===== config.mk =====
export PLATFORM = sky130hd
export DESIGN_NAME = eeprom_burst_loader
export DESIGN_NICKNAME = d
export VERILOG_FILES = /design/src/rtl/eebl_pkg.sv /design/src/rtl/eebl_byte_fetch.sv /design/src/rtl/eebl_dword_asm.sv /design/src/rtl/eebl_write_gate.sv /design/src/rtl/eeprom_burst_loader.sv
export SDC_FILE = /design/constraint.sdc
export NUM_CORES = 1
export LEC_CHECK = 0
export CAP_MARGIN = 0
export CORE_ASPECT_RATIO = 0.7
export CORE_UTILIZATION = 60
export CTS_CLUSTER_DIAMETER = 30
export DETAILED_ROUTE_END_ITERATION = 10
export DONT_BUFFER_PORTS = 1
export PLACE_DENSITY = 0.85
export SETUP_SLACK_MARGIN = 0.02
export SYNTH_ARGS = -nofsm -noshare
export SYNTH_HDL_FRONTEND = slang
export SYNTH_SLANG_ARGS = --single-unit

===== constraint.sdc =====
create_clock -name clk -period 5 [get_ports clk]
set_input_delay 0.75 -clock clk [delete_from_list [all_inputs] [get_ports clk]]
set_output_delay 0.75 -clock clk [all_outputs]
set_load 0.02 [all_outputs]

===== src/rtl/eebl_pkg.sv =====
package eebl_pkg;
    typedef enum logic [2:0] {
        ST_IDLE,
        ST_FLAG,
        ST_NBURST,
        ST_HADDR,
        ST_HCNT,
        ST_DATA,
        ST_WRITE
    } eebl_state_e;

    localparam logic [7:0] FLAG_VALID = 8'hA5;
endpackage


===== src/rtl/eebl_byte_fetch.sv =====
module eebl_byte_fetch #(
    parameter int EAW     = 16,
    parameter int MIN_LOG = 7,
    parameter int STEP    = 3
) (
    input  logic           clk,
    input  logic           rst_n,
    input  logic           restart,
    input  logic           want,
    input  logic [1:0]     size_sel,
    input  logic           rd_valid,
    output logic           rd_req,
    output logic [EAW-1:0] rd_addr,
    output logic           got,
    output logic           beyond
);
    localparam int CW = EAW + 1;

    logic [CW-1:0] addr_q;
    logic [CW-1:0] limit;

    always_comb begin
        limit  = (CW'(1) << (MIN_LOG + STEP * int'(size_sel))) - CW'(1);
        beyond = addr_q > limit;
        rd_req = want && !beyond;
        got    = rd_req && rd_valid;
    end

    assign rd_addr = addr_q[EAW-1:0];

    always_ff @(posedge clk or negedge rst_n) begin
        if (!rst_n) begin
            addr_q <= CW'(1);
        end else if (restart) begin
            addr_q <= CW'(1);
        end else if (got) begin
            addr_q <= addr_q + CW'(1);
        end
    end


    rd_hold_chk: assert property (@(posedge clk) disable iff (!rst_n)
        rd_req && !rd_valid && !restart |=> rd_req && $stable(rd_addr));
endmodule


===== src/rtl/eebl_dword_asm.sv =====
module eebl_dword_asm #(
    parameter int DW = 32
) (
    input  logic          clk,
    input  logic          rst_n,
    input  logic          clear,
    input  logic          push,
    input  logic [7:0]    byte_in,
    output logic [DW-1:0] next_word,
    output logic          last
);
    localparam int NB = DW / 8;
    localparam int IW = (NB > 1) ? $clog2(NB) : 1;

    logic [DW-1:0] word_q;
    logic [IW-1:0] idx_q;

    assign next_word = {word_q[DW-9:0], byte_in};
    assign last      = (idx_q == IW'(NB - 1));

    always_ff @(posedge clk or negedge rst_n) begin
        if (!rst_n) begin
            word_q <= '0;
            idx_q  <= '0;
        end else if (clear) begin
            word_q <= '0;
            idx_q  <= '0;
        end else if (push) begin
            word_q <= next_word;
            idx_q  <= last ? '0 : idx_q + IW'(1);
        end
    end
endmodule


===== src/rtl/eebl_write_gate.sv =====
module eebl_write_gate #(
    parameter int AW = 10,
    parameter int DW = 32
) (
    input  logic          clk,
    input  logic          rst_n,
    input  logic          flush,
    input  logic          launch,
    input  logic [AW-1:0] addr_in,
    input  logic [DW-1:0] data_in,
    input  logic          csr_busy,
    input  logic          pmi_busy,
    output logic          wr_en,
    output logic [AW-1:0] wr_addr,
    output logic [DW-1:0] wr_data
);
    logic pend_q;

    assign wr_en = pend_q && !csr_busy && !pmi_busy;

    always_ff @(posedge clk or negedge rst_n) begin
        if (!rst_n) begin
            pend_q  <= 1'b0;
            wr_addr <= '0;
            wr_data <= '0;
        end else if (flush) begin
            pend_q <= 1'b0;
        end else if (launch) begin
            pend_q  <= 1'b1;
            wr_addr <= addr_in;
            wr_data <= data_in;
        end else if (wr_en) begin
            pend_q <= 1'b0;
        end
    end


    wr_wait_chk: assert property (@(posedge clk) disable iff (!rst_n)
        pend_q && (csr_busy || pmi_busy) && !flush |=> pend_q && $stable(wr_data) && $stable(wr_addr));
endmodule


===== src/rtl/eeprom_burst_loader.sv =====
module eeprom_burst_loader
    import eebl_pkg::*;
#(
    parameter int EAW     = 16,
    parameter int MIN_LOG = 7,
    parameter int STEP    = 3,
    parameter int HDR_W   = 8,
    parameter int DW      = 32
) (
    input  logic               clk,
    input  logic               rst_n,
    input  logic               start,
    input  logic [1:0]         size_sel,
    output logic               rd_req,
    output logic [EAW-1:0]     rd_addr,
    input  logic               rd_valid,
    input  logic [7:0]         rd_data,
    input  logic               csr_busy,
    input  logic               pmi_busy,
    output logic               wr_en,
    output logic [HDR_W+1:0]   wr_addr,
    output logic [DW-1:0]      wr_data,
    output logic               busy,
    output logic               done,
    output logic               overflow
);
    localparam int RAW = HDR_W + 2;

    eebl_state_e state_q, state_d;

    logic [7:0]       nb_q;
    logic [7:0]       cnt_q;
    logic [HDR_W-1:0] dwa_q;
    logic             done_q, ovf_q;

    logic             want, got, beyond;
    logic             push, launch, word_last;
    logic [DW-1:0]    next_word;
    logic             read_st, last_burst, end_run, ovf_hit;

    eebl_byte_fetch #(.EAW(EAW), .MIN_LOG(MIN_LOG), .STEP(STEP)) u_fetch (
        .clk      (clk),
        .rst_n    (rst_n),
        .restart  (start),
        .want     (want),
        .size_sel (size_sel),
        .rd_valid (rd_valid),
        .rd_req   (rd_req),
        .rd_addr  (rd_addr),
        .got      (got),
        .beyond   (beyond)
    );

    eebl_dword_asm #(.DW(DW)) u_asm (
        .clk       (clk),
        .rst_n     (rst_n),
        .clear     (start),
        .push      (push),
        .byte_in   (rd_data),
        .next_word (next_word),
        .last      (word_last)
    );

    eebl_write_gate #(.AW(RAW), .DW(DW)) u_gate (
        .clk      (clk),
        .rst_n    (rst_n),
        .flush    (start),
        .launch   (launch),
        .addr_in  ({dwa_q, 2'b00}),
        .data_in  (next_word),
        .csr_busy (csr_busy),
        .pmi_busy (pmi_busy),
        .wr_en    (wr_en),
        .wr_addr  (wr_addr),
        .wr_data  (wr_data)
    );

    assign read_st    = (state_q == ST_FLAG) || (state_q == ST_NBURST) ||
                        (state_q == ST_HADDR) || (state_q == ST_HCNT) ||
                        (state_q == ST_DATA);
    assign last_burst = (nb_q == 8'd1);

    // next state
    always_comb begin
        state_d = state_q;
        ovf_hit = 1'b0;
        if (start) begin
            state_d = ST_FLAG;
        end else if (read_st && beyond) begin
            state_d = ST_IDLE;
            ovf_hit = 1'b1;
        end else begin
            unique case (state_q)
                ST_IDLE:   state_d = ST_IDLE;
                ST_FLAG:   if (got) state_d = (rd_data == FLAG_VALID) ? ST_NBURST : ST_IDLE;
                ST_NBURST: if (got) state_d = (rd_data == 8'd0) ? ST_IDLE : ST_HADDR;
                ST_HADDR:  if (got) state_d = ST_HCNT;
                ST_HCNT:   if (got) state_d = (rd_data != 8'd0) ? ST_DATA
                                            : (last_burst ? ST_IDLE : ST_HADDR);
                ST_DATA:   if (got && word_last) state_d = ST_WRITE;
                ST_WRITE:  if (wr_en) state_d = (cnt_q != 8'd1) ? ST_DATA
                                               : (last_burst ? ST_IDLE : ST_HADDR);
                default:   state_d = ST_IDLE;
            endcase
        end
    end

    // outputs
    always_comb begin
        want    = read_st;
        push    = (state_q == ST_DATA) && got;
        launch  = push && word_last && !start;
        end_run = !start && (state_q != ST_IDLE) && (state_d == ST_IDLE);
        busy    = (state_q != ST_IDLE);
        done    = done_q;
        overflow = ovf_q;
    end

    // state register
    always_ff @(posedge clk or negedge rst_n) begin
        if (!rst_n) state_q <= ST_IDLE;
        else        state_q <= state_d;
    end

    // burst bookkeeping
    always_ff @(posedge clk or negedge rst_n) begin
        if (!rst_n) begin
            nb_q  <= '0;
            cnt_q <= '0;
            dwa_q <= '0;
        end else if (start) begin
            nb_q  <= '0;
            cnt_q <= '0;
            dwa_q <= '0;
        end else begin
            if (state_q == ST_NBURST && got) nb_q <= rd_data;
            if (state_q == ST_HADDR && got)  dwa_q <= rd_data[HDR_W-1:0];
            if (state_q == ST_HCNT && got) begin
                cnt_q <= rd_data;
                if (rd_data == 8'd0) nb_q <= nb_q - 8'd1;
            end
            if (state_q == ST_WRITE && wr_en) begin
                dwa_q <= dwa_q + HDR_W'(1);
                cnt_q <= cnt_q - 8'd1;
                if (cnt_q == 8'd1) nb_q <= nb_q - 8'd1;
            end
        end
    end

    // status flags
    always_ff @(posedge clk or negedge rst_n) begin
        if (!rst_n) begin
            done_q <= 1'b0;
            ovf_q  <= 1'b0;
        end else if (start) begin
            done_q <= 1'b0;
            ovf_q  <= 1'b0;
        end else begin
            if (end_run) done_q <= 1'b1;
            if (ovf_hit) ovf_q  <= 1'b1;
        end
    end


    busy_done_chk: assert property (@(posedge clk) disable iff (!rst_n)
        !(busy && done));


    ovf_stop_chk: assert property (@(posedge clk) disable iff (!rst_n)
        $rose(overflow) |-> !busy && done);


    wr_in_load_chk: assert property (@(posedge clk) disable iff (!rst_n)
        wr_en |-> busy && !csr_busy && !pmi_busy);


    restart_chk: assert property (@(posedge clk) disable iff (!rst_n)
        start |=> busy && !done && !overflow);
endmodule


==> key figures <==
Clocking
  – CTS HTree Levels: 4
  – Worst skew pair latency: 0.41 ns
  – CTS tree: yes
  – CTS max path bufs: 2
  – Clock Sink Count: 113
  – Post-CTS setup buffers: 0
  – CTS clk-pin slew, worst paths: 0.06 ns
  – Root Driver: clkbuf_16
  – CTS resizes: 0
  – Clock buffer count from CTS: 17
  – Cts hold-fix bufs: 0

Synthesis
  – Top cells by area, synth: dfrtp_1 44%, mux2_1 6.9%, ha_1 6.1%
  – Syn Std Cell Area: 6330 um2
  – Async set or reset register ratio after synthesis: 1.00
  – Avg Inst Size Synth: 9.50 um2
  – Post-synth EDFFs: 0
  – Synthesized instance count: 666
  – Sequential fraction of the synthesis area: 0.447
  – Flops & latches, synth: 113
  – Top_reg_cell synth: dfrtp_1
  – Post-synth top area share: 0.443
  – Synth unique cells: 64
  – Synth warn: 0
  – Synth area leader: dfrtp_1

Timing
  – Pins Over Slew Limit: 0
  – Setup Viol. Count Final: 0
  – RSZ-0062 raised after global routing: no
  – Tcrit/Tclk final: 0.921
  – Endpoints failing hold: 0
  – Setup TNS Final: 0 ns
  – Final setup skew: 0.00927 ns
  – Slew headroom: 0.379
  – Min cycle time layout: 4.61 ns
  – Worst slew pin tran: 0.928 ns
  – Fmax: 217 MHz

Layout
  – Commonest non-fill, non-tap cell in the layout: dfrtp_1
  – Fin nets: 690
  – Layout cells sized above 1: 0.0747
  – Fillers: 694
  – Synth-to-layout area growth: 9.85%
  – Fin util: 0.696
  – N_diodes: 0
  – Commonest non-fill, non-tap cells in the layout: 112 x dfrtp_1, 86 x nand2_1, 56 x a21oi_1

Detailed routing
  – Routed wire length: 15400 um
  – Remaining DRCs: 11
  – WL per Instance: 19.7 um
  – Vias: 5101
  – Vias/cell: 6.51
  – DRT Pass-1 Iters: 8
  – Antenna Nets Post-Route: 0
  – Detailed Route Iter0 Violations: 544

Die
  – Core area: 9980 um2
  – Rows: 30
  – Die area: 11000 um2
  – I/O pin count: 79
  – Die width: 125 um
  – Initial Util: 0.634
  – Chip Height: 87.9 um

Setup path
  – Crit path required time: 4.25 ns
  – Startpoint Class: primary input
  – Worst reg2reg path depth: 10
  – CP cell instances: inv_1 -> ha_1 -> ha_1 -> nor2b_1 -> o21ai_0 -> a21oi_1 -> nor3_1 -> xor2_1 -> ha_1 -> nand4_1 -> or3_1 -> nand3b_1 -> o21ai_4 -> and3_1
  – Arr. time, crit path: 3.86 ns
  – Crit-path most repeated cell: ha_1
  – CP endpoint kind: output port
  – R2r startpoint: u_fetch.addr_q[4]
  – FF-to-FF setup slack: 1.79 ns
  – Crit-path max FO: 6
  – Worst Setup SP: size_sel[1]
  – Max incr delay on CP: 0.34 ns
  – Crit Path Class: primary input to output port
  – Cell with the largest stage delay on the worst path: ha_1

Min path
  – HP Class: primary input to async pin

Pwr
  – LEAKAGE: 3.19 nW
  – PwrDens: 344 nW/um2
  – Peak VDD IR: 0.298 mV

Global routing
  – Vias in the first global route: 4969
  – Gr ovfl total: 0
  – Initial antenna violation count: 0
  – All-Layer GR Usage: 0.301
  – M2 GR Usage: 0.471
  – M1 GR Usage: 0.394
  – First-pass GRT wire length: 25500 um
  – Routing usage on met3: 0.0984
  – Largest net degree at the start of global routing: 114
  – Gr busiest metal: met2

Placement
  – PortBufs: 0
  – RD Place Congestion: 0.938
  – Detailed placement HPWL: 10200 um

Status
  – Failing checks: DRC
  – Outcome: complete, but fails checks

Flow run
  – Max-cap violation count: 0
[sequential cells by signal, summed over array words and instances, names as in the netlist, 2 cells and up]
register,cells
nb_q,8
u_fetch.addr_q,17
cnt_q,8
u_asm.word_q,24
state_q,3
dwa_q,8
u_gate.wr_data,32
u_gate.wr_addr,8
u_asm.idx_q,2
[power by group]
group	internal, mW	switching, mW
Combinational	0.0344	0.0590
Sequential	0.921	0.0129
Clock	0.907	0.459
Total	1.86	0.531
[final timing paths]
check	endpoint
min reg2reg	u_gate.wr_data[25]
min in group clk	u_fetch.addr_q[10]
max	rd_req
max in group asynchronous	u_fetch.addr_q[11]
min	u_fetch.addr_q[4]
max reg2reg	u_gate.wr_data[3]
[cell type report]
| type | count | area, um2 | area share |
|---|---|---|---|
| inverters | 25 | 93.8 | 0.0135 |
| repair buffers | 5 | 50.0 | 0.00720 |
| multi-input cells | 481 | 3150 | 0.453 |
| well taps | 128 | 160 | 0.0230 |
| flip-flops and latches | 113 | 2830 | 0.407 |
| clock inverters | 14 | 229 | 0.0329 |
| clock buffers | 18 | 439 | 0.0632 |
[through the flow]
step	setup WS, ns	power [mW]	instance area, um2	hold slack (ns)	std cells
after floorplan	0.630	1.03	6340	0.454	668
after global placement	0.300	1.04	6280	0.459	752
after detailed placement	0.133	1.04	6280	0.458	752
after CTS	0.423	2.39	6950	0.0292	784
after global routing	0.0361	2.45	6950	0.0220	784
final	0.394	2.39	6950	0.0340	784
[cells in the mapped netlist, drive strengths merged (15+ instances only)]
| library cell | n |
|---|---|
| mux2 | 41 |
| nor3 | 15 |
| clkbuf | 23 |
| nand3 | 25 |
| buf | 26 |
| nand2 | 86 |
| o21ai | 33 |
| nor2 | 37 |
| ha | 31 |
| a21oi | 56 |
| inv | 24 |
| nor4 | 15 |
| dfrtp | 112 |
[layer usage]
metal  up-vias  wire, um
met3        38      1500
met1      2482      6770
met4         0       308
met5         -         0
li1       2305         -
met2       276      6870
[kinds of logic after synthesis]
logic type,share of synthesized area
compound gates,0.140
xor+xnor,0.0235
fa+ha+maj,0.0613
buf+inv,0.0563
flops,0.447
mux,0.0777
other cells,0.00119
simple gates,0.193
[critical path: cells and delay by family]
kind	cells	cell delay, ns
xor+xnor	1	0.17
simple gates	6	1.34
compound gates	3	0.49
buf+inv	1	0.14
fa+ha+maj	3	0.95
Power figures use the tool's default switching activity.
